### src/rtl/i2c_stretch_pkg.sv
package i2c_stretch_pkg;
   localparam int MODE_W = 4;
   localparam logic [MODE_W-1:0] MODE_OFF     = '0;
   localparam logic [MODE_W-1:0] MODE_FOREVER = '1;
   // largest finite exponent: every code except off and unlimited
   localparam int EXP_MAX = (1 << MODE_W) - 2;

   typedef enum logic {
      XFER_RX = 1'b0,
      XFER_TX = 1'b1
   } xfer_dir_e;
endpackage

### src/rtl/stretch_trigger.sv
module stretch_trigger
   import i2c_stretch_pkg::*;
(
   input  logic [MODE_W-1:0] mode,
   input  logic              idle,
   input  logic              scl_fall,
   input  logic              xfer_dir,
   input  logic              byte_is_addr,
   input  logic              slot_ack,
   input  logic              slot_data,
   input  logic              tx_empty,
   input  logic              rx_full,
   output logic              fire
);
   xfer_dir_e dir;
   logic      tx_slot;
   logic      want_tx;
   logic      want_rx;

   always_comb begin
      dir     = xfer_dir_e'(xfer_dir);
      // address byte stalls before its acknowledge, data byte before its bits
      tx_slot = byte_is_addr ? slot_ack : slot_data;
      want_tx = (dir == XFER_TX) && tx_empty && tx_slot;
      want_rx = (dir == XFER_RX) && rx_full && slot_ack;
      fire    = idle && scl_fall && (mode != MODE_OFF) && (want_tx || want_rx);
   end
endmodule

### src/rtl/stretch_timer.sv
module stretch_timer
   import i2c_stretch_pkg::*;
#(
   parameter int DIV_W = 8
) (
   input  logic              clk,
   input  logic              rst_n,
   input  logic              load,
   input  logic              armed,
   input  logic              cond,
   input  logic [MODE_W-1:0] mode,
   input  logic [DIV_W-1:0]  div_hi,
   input  logic [DIV_W-1:0]  div_lo,
   output logic              expire
);
   localparam int BASE_W = DIV_W + 1;
   localparam int CNT_W  = BASE_W + EXP_MAX;

   logic [BASE_W-1:0] base;
   logic [CNT_W-1:0]  cand [EXP_MAX+1];
   logic [CNT_W-1:0]  lim_next;
   logic [CNT_W-1:0]  lim_q;
   logic [CNT_W-1:0]  cnt_q;
   logic              forever_q;

   assign base = {1'b0, div_hi} + {1'b0, div_lo} + BASE_W'(1);

   // one pre-shifted limit per exponent, selected by the mode code
   for (genvar g = 0; g <= EXP_MAX; g++) begin : g_cand
      assign cand[g] = CNT_W'(base) << g;
   end

   always_comb begin
      lim_next = cand[0];
      for (int e = 1; e <= EXP_MAX; e++) begin
         if (mode == MODE_W'(e)) lim_next = cand[e];
      end
   end

   assign expire = armed && cond && !forever_q && (cnt_q >= lim_q);

   always_ff @(posedge clk or negedge rst_n) begin
      if (!rst_n) begin
         lim_q     <= '0;
         cnt_q     <= '0;
         forever_q <= 1'b0;
      end else if (load) begin
         lim_q     <= lim_next;
         cnt_q     <= CNT_W'(1);   // trigger cycle already held
         forever_q <= (mode == MODE_FOREVER);
      end else if (armed && cond && !expire && !forever_q) begin
         cnt_q <= cnt_q + CNT_W'(1);
      end
   end
endmodule

### src/rtl/i2c_auto_stretch.sv
module i2c_auto_stretch
   import i2c_stretch_pkg::*;
#(
   parameter int DIV_W = 8
) (
   input  logic              clk,
   input  logic              rst_n,
   input  logic [MODE_W-1:0] mode,
   input  logic [DIV_W-1:0]  div_hi,
   input  logic [DIV_W-1:0]  div_lo,
   input  logic              scl_fall,
   input  logic              xfer_dir,
   input  logic              byte_is_addr,
   input  logic              slot_ack,
   input  logic              slot_data,
   input  logic              tx_empty,
   input  logic              rx_full,
   input  logic              sticky_clr,
   output logic              scl_hold,
   output logic              stretch_active,
   output logic              timeout_pulse,
   output logic              timeout_sticky
);
   if (DIV_W < 1 || DIV_W > 16) begin : g_bad_div_w
      $error("DIV_W must lie in 1..16");
   end

   logic      busy_q;
   xfer_dir_e dir_q;
   logic      sticky_q;
   logic      fire;
   logic      cond;
   logic      expire;

   stretch_trigger u_trig (
      .mode         (mode),
      .idle         (!busy_q),
      .scl_fall     (scl_fall),
      .xfer_dir     (xfer_dir),
      .byte_is_addr (byte_is_addr),
      .slot_ack     (slot_ack),
      .slot_data    (slot_data),
      .tx_empty     (tx_empty),
      .rx_full      (rx_full),
      .fire         (fire)
   );

   // FIFO condition of the direction latched for this episode
   assign cond = (dir_q == XFER_TX) ? tx_empty : rx_full;

   stretch_timer #(.DIV_W(DIV_W)) u_tmr (
      .clk    (clk),
      .rst_n  (rst_n),
      .load   (fire),
      .armed  (busy_q),
      .cond   (cond),
      .mode   (mode),
      .div_hi (div_hi),
      .div_lo (div_lo),
      .expire (expire)
   );

   always_ff @(posedge clk or negedge rst_n) begin
      if (!rst_n) begin
         busy_q <= 1'b0;
         dir_q  <= XFER_RX;
      end else if (fire) begin
         busy_q <= 1'b1;
         dir_q  <= xfer_dir_e'(xfer_dir);
      end else if (busy_q && (!cond || expire)) begin
         busy_q <= 1'b0;
      end
   end

   always_ff @(posedge clk or negedge rst_n) begin
      if (!rst_n) sticky_q <= 1'b0;
      else        sticky_q <= expire || (sticky_q && !sticky_clr);
   end

   assign scl_hold       = fire || (busy_q && cond && !expire);
   assign stretch_active = busy_q;
   assign timeout_pulse  = expire;
   assign timeout_sticky = sticky_q;
endmodule

### config.mk
export PLATFORM = sky130hd
export DESIGN_NAME = i2c_auto_stretch
export DESIGN_NICKNAME = d
export VERILOG_FILES = /design/src/rtl/i2c_stretch_pkg.sv /design/src/rtl/stretch_trigger.sv /design/src/rtl/stretch_timer.sv /design/src/rtl/i2c_auto_stretch.sv
export SDC_FILE = /design/constraint.sdc
export NUM_CORES = 1
export LEC_CHECK = 0
export ABC_AREA = 1
export BUFFER_PORTS_ARGS = -buffer_cell sky130_fd_sc_hd__clkbuf_2
export CAP_MARGIN = 20
export CORE_UTILIZATION = 30
export DETAILED_ROUTE_END_ITERATION = 7
export GPL_ROUTABILITY_DRIVEN = 0
export SYNTH_ARGS = -nofsm -noshare
export SYNTH_HDL_FRONTEND = slang
export SYNTH_SLANG_ARGS = --single-unit
### constraint.sdc
create_clock -name clk -period 1.7 [get_ports clk]
set_input_delay 0.085 -clock clk [delete_from_list [all_inputs] [get_ports clk]]
set_output_delay 0.085 -clock clk [all_outputs]
set_load 0.05 [all_outputs]
After elaboration in Yosys (flattened, before gate mapping)
Cells that the tools add are included.
- register bits: 50
- latch bits: 0
- RAM bits: 0
- bits in read-only memories: 0
- bits of input ports: 30
- output and inout port bits: 4
- memories: 0
- add/sub/neg operators: 3
- $mul: 0
- div/mod/pow operators: 0
- order comparisons: 1
- equal/unequal tests: 15
- shifts and indexed selects: 0
- muxes and demuxes: 20
- bitwise gates (word level): 1
- reduce and logical (&&, ||, !) cells: 26
- operator list (operator ; count):
    $mux W23 ; 15
    $eq A4 B4 Y1 const B ; 8
    $add A23 B1 Y23 const B ; 1
    $ge A23 B23 Y1 ; 1
    $eq A4 B3 Y1 const B ; 4
    $logic_and A1 B1 Y1 ; 14
    $mux W10 ; 1
    $add A8 B8 Y9 ; 1
    $add A9 B1 Y9 const B ; 1
    $eq A4 B2 Y1 const B ; 2
    $logic_not A1 Y1 ; 5
    $eq A4 B1 Y1 const B ; 1
    $logic_or A1 B1 Y1 ; 4
    $mux W1 ; 4
    $reduce_bool A2 Y1 ; 2
    $reduce_bool A4 Y1 ; 1
    $not A1 Y1 ; 1

Longest topological paths before layout
Gate-level depths: netlist of run 1.
- depth in word-level cells: 16
- gate-level depth with buffers: 19
- depth with buffers taken out: 19

Hierarchy
A second synthesis of run 1 with hierarchy kept.
- cell total of the unflattened synthesis: 776
- area total of the unflattened synthesis: 5097.4 um^2
- by module, submodules not included (module ; instances ; cells an instance ; area each (um^2) ; sequential area each (um^2)):
    stretch_timer ; 1 ; 744 ; 4889.7 ; 1176.1
    i2c_auto_stretch ; 1 ; 17 ; 140.1 ; 75.1
    stretch_trigger ; 1 ; 15 ; 67.6 ; 0.0

Least setup slack after synthesis of run 1
Ideal clock, no wire load.
- path kind: register to output
- start point: register u_tmr.cnt_q[14]
- end point: output port scl_hold
- arrival time: 1.836 ns
- required time: 1.615 ns
- slack: -0.221 ns
- cell stages (with the launch flop): 13
- cells stage by stage: dfrtp_1 -> ha_1 -> nand2_1 -> inv_1 -> nand3_1 -> nor2_1 -> nand3_1 -> o21ai_1 -> nand3_1 -> nand2_1 -> nand3_1 -> nand2_1 -> nand2_1
- longest elaborated chain between the ends: 5
- ends and longest elaborated chain (what ; line ; text):
    start, declared ; stretch_timer.sv:23 ; logic [CNT_W-1:0] cnt_q;
    start signal, assigned ; stretch_timer.sv:52 ; cnt_q <= cnt_q + CNT_W'(1);
    $ge A23 B23 Y1 ; stretch_timer.sv:40 ; assign expire = armed && cond && !forever_q && (cnt_q >= lim_q);
    $logic_and A1 B1 Y1 ; stretch_timer.sv:40 ;
    $logic_not A1 Y1 ; i2c_auto_stretch.sv:80 ; assign scl_hold = fire || (busy_q && cond && !expire);
    $logic_and A1 B1 Y1 ; i2c_auto_stretch.sv:80 ;
    $logic_or A1 B1 Y1 ; i2c_auto_stretch.sv:80 ;
    end, declared ; i2c_auto_stretch.sv:19 ; output logic scl_hold,
Every way passes these cells.

Worst setup path after layout of run 1
Ends and elaborated chain as after synthesis.

==> results.md, run 1 <==
* Synth area leaders: dfrtp_1 (25%), nand2_1 (15%), ha_1 (8.4%), nand3_1 (8.3%), inv_1 (6.9%)
* Syn_area_per_cell at 6.57 µm²
* CTS root buf: clkbuf_16
* Final hold vios at 0
* Clk_lat worst skew at 0.29 ns
* Slowest stage delay, CP at 0.42 ns
* Clock power frac at 0.193
* Worst-path cell chain: ha_4 -> nand2_4 -> inv_4 -> nand3_4 -> nor2_4 -> nand3_2 -> o21ai_1 -> nand3_1 -> nand2_2 -> nand3_4 -> nand2_4 -> nand2_4 -> clkbuf_16
* First-pass GRT wire length at 25.0 mm
* Worst R2R Start: u_tmr.cnt_q[14]$_DFFE_PN0P_
* Cell Area, Placed at 6250 µm²
* Syn. warnings at 0
* Most used cell, CP: nand2_4
* Final setup fails at 27
* Final global-route overflow total at 0
* Final ANT Viol Nets at 0
* Outcome: complete, but fails checks
* CP Launch Type: flip-flop
* Post-Synth Simple-Gate Area at 0.379
* Overall Global Routing Usage at 0.187
* Worst hold slack at 0.0928 ns
* Routed vias/inst at 4.94
* Switch share at 0.390
* Sequential share of power at 0.284
* Nets at 969
* Dominant synthesized flop cell: dfrtp_1
* Clock transition at path regs at 0.07 ns
* Post-synth EDFFs at 0
* Worst setup margin at -0.591 ns
* Max-cap violations at 0
* Asr flop ratio synth at 1.00
* Sequential fraction of the synthesis area at 0.255
* Die width at 130 µm
* Failing checks: setup timing
* Logic pwr share at 0.523
* Hold Path Class: input pin to flip-flop
* Crit path required time at 1.62 ns
* Relative slew slack at 0.563
* CP max-delay cell: dfrtp_1
* Max frequency at 0.436 GHz
* Die area at 16900 µm²
* Unrepaired setup endpoints after global routing: yes
* Post-Route Skew at 0.00775 ns
* Antenna violations before repair at 0
* Gate count after technology mapping at 748
* Via count at 5546
* Pin count of the biggest net entering global routing at 51
* Peak supply drop at 0.000367 V
* Worst reg-to-reg setup slack at -0.45 ns
* Final period utilization at 1.35
* WL/cell at 14.1 µm
* Starting Density at 0.308
* I/O Pins at 34
* Sw power at 2.06 mW
* Core area at 15900 µm²
* Cell taking the most area after synthesis: dfrtp_1
* Finished Layout Cells at 1122
* Portion of netlist area occupied by mux cells at 0
* DIE HEIGHT at 130 µm
* DRT Wirelength at 15.9 mm
* Final Instance Area at 7110 µm²
* Synth-to-layout area growth at 44.7%
* Worst Path Arrival at 2.21 ns
* P_leak at 3.46 nW
* Sink Count at 50
* Clock H-tree levels at 2
* Synth Area in Compound Gates at 0.135
* Cell row count at 46
* Worst slew pin tran at 0.656 ns
* Layout cells sized above 1 at 0.371
* Ant. Diodes at 0
* Clock buffer count from CTS at 5
* Largest family of logic cells by synthesized area: simple AND/OR/NAND/NOR gates
* Slew Viols, Final at 0
* TritonCTS clock tree: done
* Syn Std Cell Area at 4910 µm²
* HP Start: xfer_dir
* Worst Path Max Fanout at 3
* Placed cell count at 1102
* Flops & latches, synth at 50
* HPWL Detailed at 11.8 mm
* CTS Buffer Depth at 2
* Min Tclk post-route at 2.29 ns
* Vias in the first global route at 5110
* Yosys top cell area share at 0.255
* First-pass DRT Iterations at 7
* Post-Synth Adder-Cell Area at 0.0881
* First DRT Iteration DRCs at 415
* Netlist cell types at 45
* Crit. End Element: primary output
* Fill cell count at 1627
* Crit path from: u_tmr.cnt_q[14]$_DFFE_PN0P_
* Internal power at 3.21 mW
* PwrDens at 741 nW/µm²
* Buffers on Ports at 33
* Syn Nets at 812
* Critical path class: flip-flop to primary output
* DRC at 0
* Post-Synth XOR/XNOR Area at 0.0441
[cells in the mapped netlist, types with 6 or more instances]
library cell  count
o22ai_1           9
o21ai_0          30
inv_2            16
nor3_1           13
o21ai_1           9
buf_2             9
nor2_1           59
ha_1             33
nand3_1          81
nand4_1          14
nor2_4            8
a21oi_1          37
inv_1            90
nand2_2          11
nor2_2            9
a211oi_1          6
dfrtp_1          50
nand2_1         198
xor2_1           17
[critical path: cells and delay by family, from the launching register on]
family	cells	cell delay, ns
compound gates	1	0.12
fa+ha+maj	1	0.30
buf+inv	2	0.22
flops	1	0.42
simple gates	9	0.86
[placed cells by master, fill, tap and decap left out, drive strengths merged]
cell | netlist | routed
a21oi | 38 | 38
nor4 | 2 | 2
xor2 | 18 | 18
a211oi | 6 | 6
buf | 12 | 133
nand4 | 15 | 15
o211ai | 3 | 3
nor2 | 76 | 76
dfrtp | 50 | 50
a221oi | 1 | 1
nand2 | 214 | 214
inv | 106 | 106
clkbuf | 4 | 38
a22oi | 1 | 1
o22ai | 9 | 9
clkinvlp | 0 | 1
nor4b | 1 | 1
o21ai | 39 | 39
nand3 | 82 | 82
clkinv | 2 | 2
o31ai | 1 | 1
ha | 33 | 33
o41ai | 2 | 2
o2111ai | 5 | 5
xnor2 | 5 | 5
nor3 | 15 | 15
dlygate4sd3 | 0 | 2
a21o | 2 | 2
a2111oi | 1 | 1
fa | 1 | 1
o221ai | 4 | 4
[flip-flops by register name, indices dropped and copies added (netlist names)]
register	count
dir_q	1
stretch_active	1
timeout_sticky	1
u_tmr.cnt_q	23
u_tmr.forever_q	1
u_tmr.lim_q	23
[power groups by stage]
stage / Sequential, mW / Clock, mW / Combinational (mW)
5_1_grt: 1.52 / 1.09 / 3.04
3_5_place_dp: 1.50 / 0 / 2.19
4_1_cts: 1.48 / 1.04 / 2.28
6_report: 1.50 / 1.02 / 2.76
2_1_floorplan: 1.50 / 0 / 1.23
3_3_place_gp: 1.50 / 0 / 2.18
[path summary, 6_finish.rpt]
path,cells past startpoint,end
max in group asynchronous,3,u_tmr.lim_q[6]$_DFFE_PN0P_
worst min register to register,2,u_tmr.lim_q[5]$_DFFE_PN0P_
worst min-delay path,3,dir_q$_DFFE_PN0P_
min in group asynchronous,3,u_tmr.cnt_q[9]$_DFFE_PN0P_
worst max-delay path,13,scl_hold
worst max register to register,14,u_tmr.cnt_q[0]$_DFFE_PN0P_
[metrics by stage]
step / util / power [mW] / setup TNS (ns) / setup slack (ns)
global route: 0.446 / 5.64 / -13.99 / -0.702
detailed placement: 0.392 / 3.69 / -12.92 / -0.384
floorplan: - / 2.74 / -3.65 / -0.155
global placement: 0.392 / 3.68 / -11.86 / -0.369
CTS: 0.409 / 4.81 / -13.03 / -0.551
finish: 0.446 / 5.27 / -10.84 / -0.591
[layer usage]
| layer | global-route usage | share of wire | up-vias |
|---|---|---|---|
| li1 | - | - | 2782 |
| met1 | 0.247 | 0.44 | 2573 |
| met2 | 0.314 | 0.49 | 156 |
| met3 | 0.0193 | 0.045 | 35 |
| met4 | 0.0711 | 0.022 | 0 |
| met5 | 0 | 0 | - |
[cell families (layout without fill, tap and decap cells)]
| kind of cell | count (synthesis) | count (layout) |
|---|---|---|
| AO/OA/AOI/OAI | 112 | 112 |
| XOR/XNOR | 23 | 23 |
| adder cells (fa/ha/maj) | 34 | 34 |
| buffers and inverters | 124 | 282 |
| flip-flops | 50 | 50 |
| AND/OR/NAND/NOR | 405 | 405 |
[timing repair]
action                                  in CTS  in global routing
setup buffers                                5                  9
hold endpoints to repair                    51                  0
gates resized for setup                     14                127
hold buffers                                 2                  0
pin swaps                                   16                 43
endpoints found under the setup margin      29                 46
[area by class of cell]
cell class | count | area (µm²) | share of cell area
clock inverters | 1 | 5.00 | 0.000704
clock buffers | 7 | 143 | 0.0201
well taps | 216 | 270 | 0.0380
flip-flops and latches | 50 | 1250 | 0.176
inverters | 108 | 419 | 0.0590
multi-input cells | 574 | 3740 | 0.526
repair buffers | 166 | 1280 | 0.180
Power figures use the tool's default switching activity.
==> inputs of run 2 (changes only) <==
--- a/config.mk
+++ b/config.mk
@@ -11,6 +11,7 @@
 export CORE_UTILIZATION = 30
 export DETAILED_ROUTE_END_ITERATION = 7
 export GPL_ROUTABILITY_DRIVEN = 0
+export SETUP_SLACK_MARGIN = 0.2
 export SYNTH_ARGS = -nofsm -noshare
 export SYNTH_HDL_FRONTEND = slang
 export SYNTH_SLANG_ARGS = --single-unit
==> results.md, run 2 (same netlist as run 1, synthesis figures left out) <==
* Outcome: complete, but fails checks
* Failing checks: setup timing
* Met3 routed WL at 705 µm
* Overall Global Routing Usage at 0.195
* Nets at 986
* Max-cap violations at 0
* WL/cell at 14.2 µm
* Max layer used: met4
* Crit. End Element: primary output
* Buffers on Ports at 33
* CTS Buffer Depth at 2
* Pin count of the biggest net entering global routing at 31
* Routed vias/inst at 4.94
* Worst setup margin at -0.570 ns
* Die width at 130 µm
* Total power draw at 5.48 mW
* PwrDens at 733 nW/µm²
* Crit path required time at 1.62 ns
* Worst Path Max Fanout at 3
* Clock H-tree levels at 2
* DRT Wirelength at 16.2 mm
* Clock transition at path regs at 0.07 ns
* First DRT Iteration DRCs at 407
* Sink Count at 50
* Hold Path Class: input pin to flip-flop
* CTS root buf: clkbuf_16
* Critical path's top delay family: simple AND/OR/NAND/NOR gates
* Core area at 15900 µm²
* TritonCTS clock tree: done
* Critical path class: flip-flop to primary output
* Met2 WL at 7.84 mm
* Final period utilization at 1.34
* Via count at 5632
* Slowest stage delay, CP at 0.40 ns
* Post-Route Skew at 0.00870 ns
* Antenna violations before repair at 0
* Peak supply drop at 0.000393 V
* WP buf/inv at 1
* Cell row count at 46
* Final ANT Viol Nets at 0
* Die area at 16900 µm²
* CP max-delay cell: dfrtp_1
* Layout cells sized above 1 at 0.392
* Final hold vios at 0
* M1 wire length at 7.26 mm
* P_leak at 3.69 nW
* Final global-route overflow total at 0
* Most used cell, CP: nand2_1
* Final setup fails at 27
* Most frequent cells in the layout: nand2_1 (171), buf_4 (124), inv_1 (76), nand3_1 (62), nor2_1 (52)
* CP Launch Type: flip-flop
* Final core occ at 0.469
* Clk_lat worst skew at 0.30 ns
* Synth-to-layout area growth at 52.2%
* Ant. Diodes at 0
* I/O Pins at 34
* DRC at 0
* Vias in the first global route at 5220
* Max frequency at 0.440 GHz
* Unrepaired setup endpoints after global routing: yes
* Regs by FF count: u_tmr.cnt_q x23, u_tmr.lim_q x23
* First-pass DRT Iterations at 5
* Commonest non-fill, non-tap cell in the layout: nand2_1
* Fill cell count at 1557
* Min Tclk post-route at 2.27 ns
* Clock buffer count from CTS at 5
* Worst-path cell chain: ha_1 -> nand2_1 -> o21ai_0 -> a21oi_2 -> o21ai_2 -> nand3_1 -> nand2_1 -> nand3_2 -> nand2_2 -> nand2_4 -> clkbuf_16
* Slew Viols, Final at 0
* HPWL Detailed at 12.3 mm
* First-pass GRT wire length at 25.9 mm
* Starting Density at 0.308
* Worst Path Arrival at 2.19 ns
* Worst hold slack at 0.0944 ns
* DIE HEIGHT at 130 µm
* Worst slew pin tran at 0.631 ns
* Relative slew slack at 0.579
## run 2: tightest hold or removal path, delay by kind of cell
| family | cells | cell delay, ns |
|---|---|---|
| buf+inv | 2 | 0.18 |
| compound gates | 1 | 0.08 |
## run 2: layout make-up
cell class | count | area (µm²) | area share
Tap cell | 216 | 270 | 0.0362
Clock buffer | 8 | 166 | 0.0223
Timing Repair Buffer | 183 | 1470 | 0.197
Multi-Input combinational cell | 574 | 3850 | 0.515
Inverter | 108 | 459 | 0.0614
Sequential cell | 50 | 1250 | 0.168
## run 2: what timing repair did
item	in CTS	in global routing
gates resized for setup	102	77
hold buffers	2	0
endpoints found under the hold margin	21	0
pin swaps	47	56
buffers inserted	8	18
endpoints found under the setup margin	49	49
gates cloned	0	0
## run 2: path summary, 6_finish.rpt
check,from,end,slack [ns],cells past startpoint
setup / recovery,u_tmr.cnt_q[2]$_DFFE_PN0P_,scl_hold,-0.57,11
hold / removal,xfer_dir,dir_q$_DFFE_PN0P_,0.09,3
setup reg to reg,u_tmr.cnt_q[9]$_DFFE_PN0P_,u_tmr.cnt_q[18]$_DFFE_PN0P_,-0.45,13
hold reg to reg,u_tmr.lim_q[5]$_DFFE_PN0P_,u_tmr.lim_q[5]$_DFFE_PN0P_,0.49,2
max in group asynchronous,rst_n,u_tmr.cnt_q[18]$_DFFE_PN0P_,0.78,3
min in group asynchronous,rst_n,u_tmr.cnt_q[20]$_DFFE_PN0P_,0.33,2
## run 2: per-stage QoR
stage                     instances  worst slack [ns]  setup TNS [ns]  area [µm²]
after floorplan                 748            -0.154           -3.68        5020
after global placement         1103            -0.334          -11.74        6290
after detailed placement       1103            -0.439          -14.28        6290
after CTS                      1121            -0.580           -9.90        7020
after global routing           1139            -0.702          -14.39        7480
final                          1139            -0.570          -10.07        7480
## run 2: layer usage
layer,vias up,global-route usage
met4,0,0.0739
met1,2599,0.260
li1,2825,-
met3,37,0.0254
met2,171,0.321
met5,-,0
## run 2: where the power goes
part / switching, mW / total (mW) / internal, mW
combinational: 1.56 / 2.87 / 1.31
clock: 0.454 / 1.12 / 0.667
sequential: 0.102 / 1.48 / 1.38
total: 2.12 / 5.48 / 3.36
